--- src/rtl/rtcx_pkg.sv ---
package rtcx_pkg;
    typedef enum logic {ST_RUN, ST_HOLD} mode_e;

    localparam int IDX_CTL_A  = 10;
    localparam int IDX_CTL_B  = 11;
    localparam int IDX_STAT_C = 12;
    localparam int IDX_STAT_D = 13;
    localparam int BUSY_BIT   = 7;
    localparam int FRZ_BIT    = 7;
    localparam int UEN_BIT    = 4;
    localparam int N_TIME     = 7;

    // slot k of the time image -> register index (0,2,4,6,7,8,9)
    function automatic int slot_idx(int k);
        return (k < 3) ? 2 * k : k + 3;
    endfunction

    function automatic logic is_time_idx(logic [6:0] i);
        return (i == 7'd0) || (i == 7'd2) || (i == 7'd4) || (i == 7'd6) ||
               (i == 7'd7) || (i == 7'd8) || (i == 7'd9);
    endfunction
endpackage

--- src/rtl/rtcx_mode_fsm.sv ---
module rtcx_mode_fsm
    import rtcx_pkg::*;
(
    input  logic clk,
    input  logic rst_n,
    input  logic b_wr,
    input  logic b_frz,
    input  logic time_wr,
    output logic set_mode,
    output logic tm_load
);
    mode_e st, st_nx;
    logic  load_nx;

    always_comb begin
        st_nx   = st;
        load_nx = 1'b0;
        unique case (st)
            ST_RUN: begin
                if (b_wr && b_frz) st_nx = ST_HOLD;
                if (time_wr)       load_nx = 1'b1;
            end
            ST_HOLD: begin
                if (b_wr && !b_frz) begin
                    st_nx   = ST_RUN;
                    load_nx = 1'b1;
                end
            end
        endcase
    end

    always_ff @(posedge clk) begin
        if (!rst_n) st <= ST_RUN;
        else        st <= st_nx;
    end

    always_ff @(posedge clk) begin
        if (!rst_n) tm_load <= 1'b0;
        else        tm_load <= load_nx;
    end

    assign set_mode = (st == ST_HOLD);


    hold_exit_load_chk: assert property (@(posedge clk) disable iff (!rst_n)
        (set_mode && b_wr && !b_frz) |=> (tm_load && !set_mode));

    hold_no_load_chk: assert property (@(posedge clk) disable iff (!rst_n)
        (set_mode && time_wr) |=> !tm_load);

    frz_enter_chk: assert property (@(posedge clk) disable iff (!rst_n)
        (b_wr && b_frz) |=> set_mode);
endmodule

--- src/rtl/rtcx_csum.sv ---
module rtcx_csum #(
    parameter int DW    = 8,
    parameter int IDX_W = 7,
    parameter int LO    = 16,
    parameter int HI    = 45
) (
    input  logic [IDX_W-1:0] idx,
    input  logic [DW-1:0]    old_byte,
    input  logic [DW-1:0]    new_byte,
    input  logic [2*DW-1:0]  sum_in,
    output logic             in_range,
    output logic [2*DW-1:0]  sum_out
);
    localparam int SW = 2 * DW;

    always_comb begin
        in_range = (int'(idx) >= LO) && (int'(idx) <= HI);
        sum_out  = sum_in - SW'(old_byte) + SW'(new_byte);
    end
endmodule

--- src/rtl/rtcx_flags.sv ---
module rtcx_flags #(
    parameter int DW = 8
) (
    input  logic          clk,
    input  logic          rst_n,
    input  logic          rd_c,
    input  logic [DW-1:0] flag_set,
    output logic [DW-1:0] c_val,
    output logic          irq
);
    always_ff @(posedge clk) begin
        if (!rst_n) begin
            c_val <= '0;
            irq   <= 1'b0;
        end else begin
            c_val <= (rd_c ? '0 : c_val) | flag_set;
            irq   <= (rd_c ? 1'b0 : irq) | (|flag_set);
        end
    end


    rd_release_chk: assert property (@(posedge clk) disable iff (!rst_n)
        (rd_c && flag_set == '0) |=> (!irq && c_val == '0));

    flag_raise_chk: assert property (@(posedge clk) disable iff (!rst_n)
        (|flag_set) |=> irq);
endmodule

--- src/rtl/rtcx_regs.sv ---
module rtcx_regs
    import rtcx_pkg::*;
#(
    parameter int IDX_W    = 7,
    parameter int DW       = 8,
    parameter int CS_FIRST = 16,
    parameter int CS_LAST  = 45,
    parameter int CS_HIGH  = 46,
    parameter int CS_LOW   = 47
) (
    input  logic                clk,
    input  logic                rst_n,
    input  logic                bus_a0,
    input  logic                bus_wr,
    input  logic                bus_rd,
    input  logic [DW-1:0]       bus_wdata,
    output logic [DW-1:0]       bus_rdata,
    input  logic                uip_set,
    input  logic                uip_clr,
    input  logic [DW-1:0]       flag_set,
    output logic                irq,
    input  logic                tc_copy,
    input  logic [N_TIME*DW-1:0] tc_bytes,
    output logic [N_TIME*DW-1:0] tm_image,
    output logic                tm_load,
    output logic [DW-1:0]       ctrl_a,
    output logic [DW-1:0]       ctrl_b
);
    localparam int DEPTH = 1 << IDX_W;
    localparam logic [DW-1:0] RST_A = DW'(8'h26);
    localparam logic [DW-1:0] RST_B = DW'(8'h02);
    localparam logic [DW-1:0] RST_D = DW'(8'h80);

    logic [DW-1:0]    mem [DEPTH];
    logic [IDX_W-1:0] idx;
    logic             data_wr, data_rd;
    logic             set_mode;
    logic             in_range;
    logic [2*DW-1:0]  sum_out;
    logic [DW-1:0]    c_val;

    assign data_wr = bus_wr && bus_a0;
    assign data_rd = bus_rd && bus_a0;

    rtcx_mode_fsm u_mode (
        .clk      (clk),
        .rst_n    (rst_n),
        .b_wr     (data_wr && idx == IDX_W'(IDX_CTL_B)),
        .b_frz    (bus_wdata[FRZ_BIT]),
        .time_wr  (data_wr && is_time_idx(7'(idx))),
        .set_mode (set_mode),
        .tm_load  (tm_load)
    );

    rtcx_csum #(.DW(DW), .IDX_W(IDX_W), .LO(CS_FIRST), .HI(CS_LAST)) u_csum (
        .idx      (idx),
        .old_byte (mem[idx]),
        .new_byte (bus_wdata),
        .sum_in   ({mem[CS_HIGH], mem[CS_LOW]}),
        .in_range (in_range),
        .sum_out  (sum_out)
    );

    rtcx_flags #(.DW(DW)) u_flags (
        .clk      (clk),
        .rst_n    (rst_n),
        .rd_c     (data_rd && idx == IDX_W'(IDX_STAT_C)),
        .flag_set (flag_set),
        .c_val    (c_val),
        .irq      (irq)
    );

    always_ff @(posedge clk) begin
        if (!rst_n) begin
            for (int i = 0; i < DEPTH; i++) mem[i] <= '0;
            mem[IDX_CTL_A]  <= RST_A;
            mem[IDX_CTL_B]  <= RST_B;
            mem[IDX_STAT_D] <= RST_D;
            idx <= '0;
        end else begin
            if (tc_copy && !set_mode) begin
                for (int k = 0; k < N_TIME; k++)
                    mem[slot_idx(k)] <= tc_bytes[k*DW +: DW];
            end
            if (uip_clr)                   mem[IDX_CTL_A][BUSY_BIT] <= 1'b0;
            else if (uip_set && !set_mode) mem[IDX_CTL_A][BUSY_BIT] <= 1'b1;

            if (bus_wr && !bus_a0) idx <= bus_wdata[IDX_W-1:0];
            if (data_wr) begin
                case (int'(idx))
                    IDX_CTL_A: mem[IDX_CTL_A][BUSY_BIT-1:0] <= bus_wdata[BUSY_BIT-1:0];
                    IDX_CTL_B: begin
                        if (bus_wdata[FRZ_BIT]) begin
                            mem[IDX_CTL_B] <= bus_wdata & ~(DW'(1) << UEN_BIT);
                            mem[IDX_CTL_A][BUSY_BIT] <= 1'b0;
                        end else begin
                            mem[IDX_CTL_B] <= bus_wdata;
                        end
                    end
                    IDX_STAT_C, IDX_STAT_D: ;
                    default: mem[idx] <= bus_wdata;
                endcase
                if (in_range) begin
                    mem[CS_HIGH] <= sum_out[2*DW-1:DW];
                    mem[CS_LOW]  <= sum_out[DW-1:0];
                end
            end
        end
    end

    always_comb begin
        if (!bus_a0)                          bus_rdata = '1;
        else if (idx == IDX_W'(IDX_STAT_C))   bus_rdata = c_val;
        else                                  bus_rdata = mem[idx];
    end

    for (genvar k = 0; k < N_TIME; k++) begin : g_img
        assign tm_image[k*DW +: DW] = mem[slot_idx(k)];
    end

    assign ctrl_a = mem[IDX_CTL_A];
    assign ctrl_b = mem[IDX_CTL_B];


    busy_ro_chk: assert property (@(posedge clk) disable iff (!rst_n)
        (data_wr && idx == IDX_W'(IDX_CTL_A) && !uip_set && !uip_clr)
        |=> ctrl_a[BUSY_BIT] == $past(ctrl_a[BUSY_BIT]));

    frz_force_chk: assert property (@(posedge clk) disable iff (!rst_n)
        (data_wr && idx == IDX_W'(IDX_CTL_B) && bus_wdata[FRZ_BIT])
        |=> (!ctrl_b[UEN_BIT] && !ctrl_a[BUSY_BIT]));

    mode_match_chk: assert property (@(posedge clk) disable iff (!rst_n)
        set_mode == ctrl_b[FRZ_BIT]);

    stat_c_wr_chk: assert property (@(posedge clk) disable iff (!rst_n)
        (data_wr && idx == IDX_W'(IDX_STAT_C) && flag_set == '0) |=> $stable(c_val));

    csum_hold_chk: assert property (@(posedge clk) disable iff (!rst_n)
        !(data_wr && (in_range || idx == IDX_W'(CS_HIGH) || idx == IDX_W'(CS_LOW)))
        |=> $stable({mem[CS_HIGH], mem[CS_LOW]}));
endmodule

--- config.mk ---
export PLATFORM = sky130hd
export DESIGN_NAME = rtcx_regs
export DESIGN_NICKNAME = d
export VERILOG_FILES = /design/src/rtl/rtcx_pkg.sv /design/src/rtl/rtcx_mode_fsm.sv /design/src/rtl/rtcx_csum.sv /design/src/rtl/rtcx_flags.sv /design/src/rtl/rtcx_regs.sv
export SDC_FILE = /design/constraint.sdc
export NUM_CORES = 2
export LEC_CHECK = 0
export BUFFER_PORTS_ARGS = -buffer_cell sky130_fd_sc_hd__buf_2
export CORE_ASPECT_RATIO = 0.6
export CORE_MARGIN = 2
export CORE_UTILIZATION = 30
export CTS_BUF_LIST = sky130_fd_sc_hd__clkbuf_8
export DETAILED_ROUTE_END_ITERATION = 16
export PLACE_DENSITY = 0.44
export SLEW_MARGIN = 20
export SYNTH_ARGS = -nofsm -noshare
export SYNTH_HDL_FRONTEND = slang
export SYNTH_SLANG_ARGS = --single-unit
--- constraint.sdc ---
create_clock -name clk -period 7.5 [get_ports clk]
set_input_delay 2.25 -clock clk [delete_from_list [all_inputs] [get_ports clk]]
set_output_delay 2.25 -clock clk [all_outputs]
set_load 0.01 [all_outputs]
After elaboration in Yosys (flattened, before gate mapping) --
Memory sizes are Yosys's and may differ from the RTL's. A register that Yosys moved wholly into a read port is not among the register bits. Index checks and enable logic that the tools add are counted.
Word-level totals: bits in writable memories 1024, output and inout port bits 82, memories 1, flip-flop bits (word level) 18
Memory list:
- mem | words 128, width 8, rd ports 12, clocked after memory_dff 1, write ports 128, RTL line rtcx_regs.sv:34 | logic [DW-1:0] mem [DEPTH];
Operators by class: equal/unequal tests 16, mux-type cells 66, add/sub/neg operators 2, bitwise operators 39, reduce and logical (&&, ||, !) cells 24, $lt $le $gt $ge 2
Operators by type and width (number):
- 2-to-1 mux 8 bit | 18
- == test 7 x 4 -> 1 bit, second input constant | 6
- == test 7 bit, first input constant | 6
- 2-to-1 mux 1 bit | 42
- 2-to-1 mux 7 bit | 4
- == test 7 x 3 -> 1 bit, second input constant | 3
- bitwise OR 1 bit | 19
- adder 16 x 8 -> 16 bit | 1
- OR reduction 8 bit | 2
- subtractor 16 x 8 -> 16 bit | 1
- bitwise AND 1 bit | 12
- logical AND 1 bit | 11
- bitwise OR 8 bit | 1
- == test 7 x 2 -> 1 bit, second input constant | 1
- >= comparator 7 x 5 -> 1 bit, second input constant | 1
- less-or-equal comparator 7 x 6 -> 1 bit, second input constant | 1
- logical NOT 7 bit | 1
- inverter 1 bit | 7
- logical OR 1 bit | 6
- case mux 1 bit (2 select lines) | 2
- OR reduction 4 bit | 1
- logical NOT 1 bit | 3

Depth between registers and ports, before layout --
depth after elaboration 10, mapped depth 22, gate-level depth less buffers 18

Hierarchy --
Synthesis repeated with hierarchy kept, for this count alone.
Second synthesis, totals: cells, all modules 3678, area total of the unflattened synthesis 50249.4 sq um
Modules (own cells, without submodules):
- rtcx_regs | times used 1, area an instance 48816.8 sq um, cells each 3501
- rtcx_csum | times used 1, area an instance 1032.2 sq um, cells each 139
- rtcx_flags | times used 1, area an instance 324.1 sq um, cells each 31
- rtcx_mode_fsm | times used 1, area an instance 76.3 sq um, cells each 7

Worst setup path after synthesis --
Ideal clock, no wire load.
path kind input -> register, from input bus_wdata[1], to memory mem[46][4] (data pin), data arrival time 4.866 ns, data required time 7.244 ns, cell stages on the path 13, setup time 0.256 ns, slack 2.378 ns, path through inv_2 > clkbuf_1 > clkbuf_1 > fa_1 > inv_1 > fa_1 > a21o_1 > a21oi_1 > o21ai_0 > a21boi_0 > o21bai_1 > xor2_1 > a22o_1
RTL lines:
- from (decl) | RTL line rtcx_regs.sv:16 | input logic [DW-1:0] bus_wdata,
- to (decl) | RTL line rtcx_regs.sv:34

==> impl_metrics.csv <==
group,metric,value,unit
worst_setup_path,crit_arrival,5010,ps
yosys,avgSynthCellArea,13.4,um2
grt,antenna_found_initial,13,
placed_design,place_area,53000,um2
worst_setup_path,startpoint_type,"register",
finish,num-fill-cells,16000,
worst_setup_path,cp-end-kind,"output port",
floorplanning,fp.dieH,318,um
sta,min_period_over_period,0.968,
finish,seq_area,31300,um2
yosys,synthFlopType,"edfxtp_1",
yosys,synth_top_area_share,0.624,
yosys,synth_area_leader_cell,"edfxtp_1",
placed_design,gp_congestion,0.830,
floorplanning,core,164000,um2
route,post_drt_wl_per_cell,28.3,um
worst_setup_path,cp_slowest_cell,"a211oi_1",
yosys,synth_edf_count,1024,
worst_setup_path,slowest_delay,950,ps
power,leakage,19.6,nW
sta,maxSlewViolCount,0,
grt,grt_max_degree,74,
route,vias,32900,
sta,period_needed,7260,ps
power,ir_drop,0.000123,V
sta,timing.fmax,138,MHz
power,pwr-share-clk,0.368,
sta,rsz0062_at_grt,"false",
grt,grt_pass1_vias,31800,
grt,grt.total_usage,0.204,
floorplanning,row_count,115,
route,detail_route.vias_per_cell,5.35,
route,ant_nets,0,
route,drt-total-wl,174000,um
power,power.switching,0.00337,W
sta,tightest_slew,1230,ps
route,dr.pass1.iters,7,
clock_tree,cts_hold_buf,0,
yosys,seq_area_frac_synth,0.634,
grt,grt-ovfl-total,0,
clock_tree,cts_sinks,1049,
floorplanning,die_w,527,um
job,maxCapViolations,0,
clock_tree,cts_tree,"done",
yosys,syn_inst,3671,
clock_tree,h-tree-depth,4,
worst_setup_path,crit_fanout,26,
sta,max_slew_margin,0.175,
floorplanning,die_area,168000,um2
yosys,async_flop_share,0,
worst_setup_path,cp_common_cell,"a211oi_1",
yosys,synth.cell_area,49300,um2
finish,multiInputGateArea,16400,um2
yosys,yosys_warnings,0,
worst_setup_path,rr_worst_depth,15,
route,drc_errors,0,
floorplanning,io_pins,162,
sta,tns,0,ps
sta,skew,78.4,ps
worst_setup_path,cp.required,5250,ps
worst_setup_path,crit_path_cell_trace,"buf_4, mux4_2, a211oi_1, a211oi_1, and3_1, nand4_1, o211ai_1, buf_2",
finish,finalNetCount,3970,
clock_tree,clk_pin_slew,60,ps
finish,stdcell_area,56000,um2
yosys,ys_types,65,
min_path,hp-class,"reg2reg",
power,total_power,0.0127,W
min_path,min_from,"u_flags.c_val[4]",
power,combPwrFrac,0.100,
sta,hold_ws,494,ps
placed_design,io_buffers,161,
power,p_seq_frac,0.532,
power,powerDensity,226,nW/um2
finish,drive_gt1_frac,0.200,
placed_design,post-dp-hpwl,115000,um
clock_tree,cts.path.max_buffers,4,
floorplanning,initial_utilization,0.301,
sta,setup_viol,0,
yosys,ys_ff_latch,1049,
clock_tree,clk_latency,880,ps
sta,hold_viol_final,0,
finish,areaGrowthSynthToFinish,13.5,%
clock_tree,clockRootBuffer,"clkbuf_8",
power,p_sw_frac,0.266,
min_path,hold_depth,2,
clock_tree,cts_buffers,170,
power,intPower,0.00929,W
worst_setup_path,crit_type,"reg2out",
route,drtIter0Drc,4134,
grt,grt_pass1_wl,248000,um
outcome,status,"complete, no violations",
yosys,synth_area_leaders,"edfxtp_1, mux4_2, and2_1",
-- placed cells by master, fill, tap and decap left out, types with 6 or more instances in the layout --
master,Yosys,final
mux2i_1,104,104
edfxtp_1,1024,1024
clkinv_1,0,36
o21ai_1,0,10
o21ai_0,173,163
a21o_1,6,6
mux4_1,18,18
xnor2_1,8,8
nand3_1,30,29
ha_1,16,16
o21bai_1,6,6
nor2b_1,9,7
diode_2,0,7
nor2_1,257,251
dfxtp_1,25,22
clkbuf_8,0,174
nand2b_1,10,10
conb_1,2,16
buf_2,24,156
inv_1,29,89
a31oi_1,7,7
buf_4,23,211
buf_12,2,7
nand2_1,230,230
o22ai_1,57,57
a21oi_1,21,21
a211oi_1,25,24
and3_1,101,100
or3_1,15,14
a211o_1,7,7
a22o_1,15,15
or2_2,9,8
mux4_2,190,190
a22oi_1,44,44
clkinv_2,0,10
and2_1,371,370
fa_1,8,8
nand4_1,12,12
nor3_1,402,401
nor4_1,11,11
-- through the flow --
step	cells	setup slack [ps]	utilization
2_1_floorplan	3685	2380	-
3_3_place_gp	5856	760	0.324
3_5_place_dp	5857	785	0.324
4_1_cts	6146	267	0.342
5_1_grt	6149	172	0.342
6_report	6153	241	0.342
-- layout make-up --
cell class	count	area share
Antenna cell	7	0.000313
Clock buffer	174	0.0428
Clock inverter	114	0.00961
Inverter	33	0.00244
Multi-Input combinational cell	2235	0.293
Sequential cell	1049	0.558
Tap cell	2164	0.0484
Timing Repair Buffer	377	0.0454
-- critical path: cells and delay by family, from the launching register on --
family | cells | cell delay (ps)
flops | 1 | 760
compound gates | 3 | 1310
buf+inv | 2 | 750
mux | 1 | 650
simple gates | 2 | 660
-- worst paths after layout --
check	end	slack [ps]
max	bus_rdata[2]	240
min	u_flags.c_val[4]	490
max reg2reg	mem[46][2]	1090
min reg2reg	u_flags.c_val[4]	490
-- per-layer routing --
| layer | global-route usage | share of wire | vias up |
|---|---|---|---|
| met5 | 0 | 0.00035 | - |
| met4 | 0.0319 | 0.013 | 8 |
| met3 | 0.0502 | 0.090 | 201 |
| met2 | 0.261 | 0.39 | 1303 |
| met1 | 0.342 | 0.51 | 17100 |
| li1 | - | - | 14300 |
-- power by group through the flow --
stage	Clock [W]	Combinational, W	Sequential [W]
2_1_floorplan	0	0.000722	0.00681
4_1_cts	0.00476	0.00126	0.00674
3_5_place_dp	0	0.00124	0.00686
5_1_grt	0.00501	0.00134	0.00675
6_report	0.00466	0.00127	0.00674
3_3_place_gp	0	0.00125	0.00686
-- Yosys cell counts, drive strengths merged, types with 3 or more instances --
| cell type | number |
|---|---|
| o21ai | 173 |
| nor3 | 402 |
| o21bai | 6 |
| or4 | 4 |
| nand2 | 230 |
| buf | 92 |
| xor2 | 5 |
| a211o | 7 |
| and3 | 101 |
| ha | 16 |
| a211oi | 25 |
| o22ai | 57 |
| nor2 | 257 |
| nand3 | 30 |
| nor2b | 9 |
| mux4 | 208 |
| a32o | 3 |
| clkbuf | 276 |
| nand3b | 6 |
| a2111oi | 4 |
| inv | 33 |
| a21oi | 21 |
| edfxtp | 1024 |
| mux2i | 104 |
| fa | 8 |
| a311o | 3 |
| o311ai | 5 |
| dfxtp | 25 |
| o211ai | 4 |
| a21o | 6 |
| nand4 | 12 |
| or3 | 15 |
| or3b | 3 |
| a22o | 15 |
| nor4 | 11 |
| mux2 | 4 |
| o31ai | 4 |
| xnor2 | 8 |
| and2 | 371 |
| a22oi | 44 |
| a31oi | 7 |
| nand2b | 10 |
| or2 | 10 |
-- sequential cells by signal, summed over array words and instances (netlist names), named ones only --
| register | cells |
|---|---|
| u_flags.c_val | 8 |
| idx | 7 |
| u_mode.tm_load | 1 |
| mem | 1024 |
| u_flags.irq | 1 |
-- cells by family after synthesis --
family,synth area share
compound gates,0.0492
xor+xnor,0.00231
fa+ha+maj,0.00731
buf+inv,0.0368
flops,0.634
mux,0.118
other cells,0.000152
simple gates,0.152
-- timing repair --
item                                    4_1_cts  5_1_grt
endpoints found under the setup margin        2        0
setup buffers                                 1        0
resized for setup                             1        0
Power figures use the tool's default switching activity.
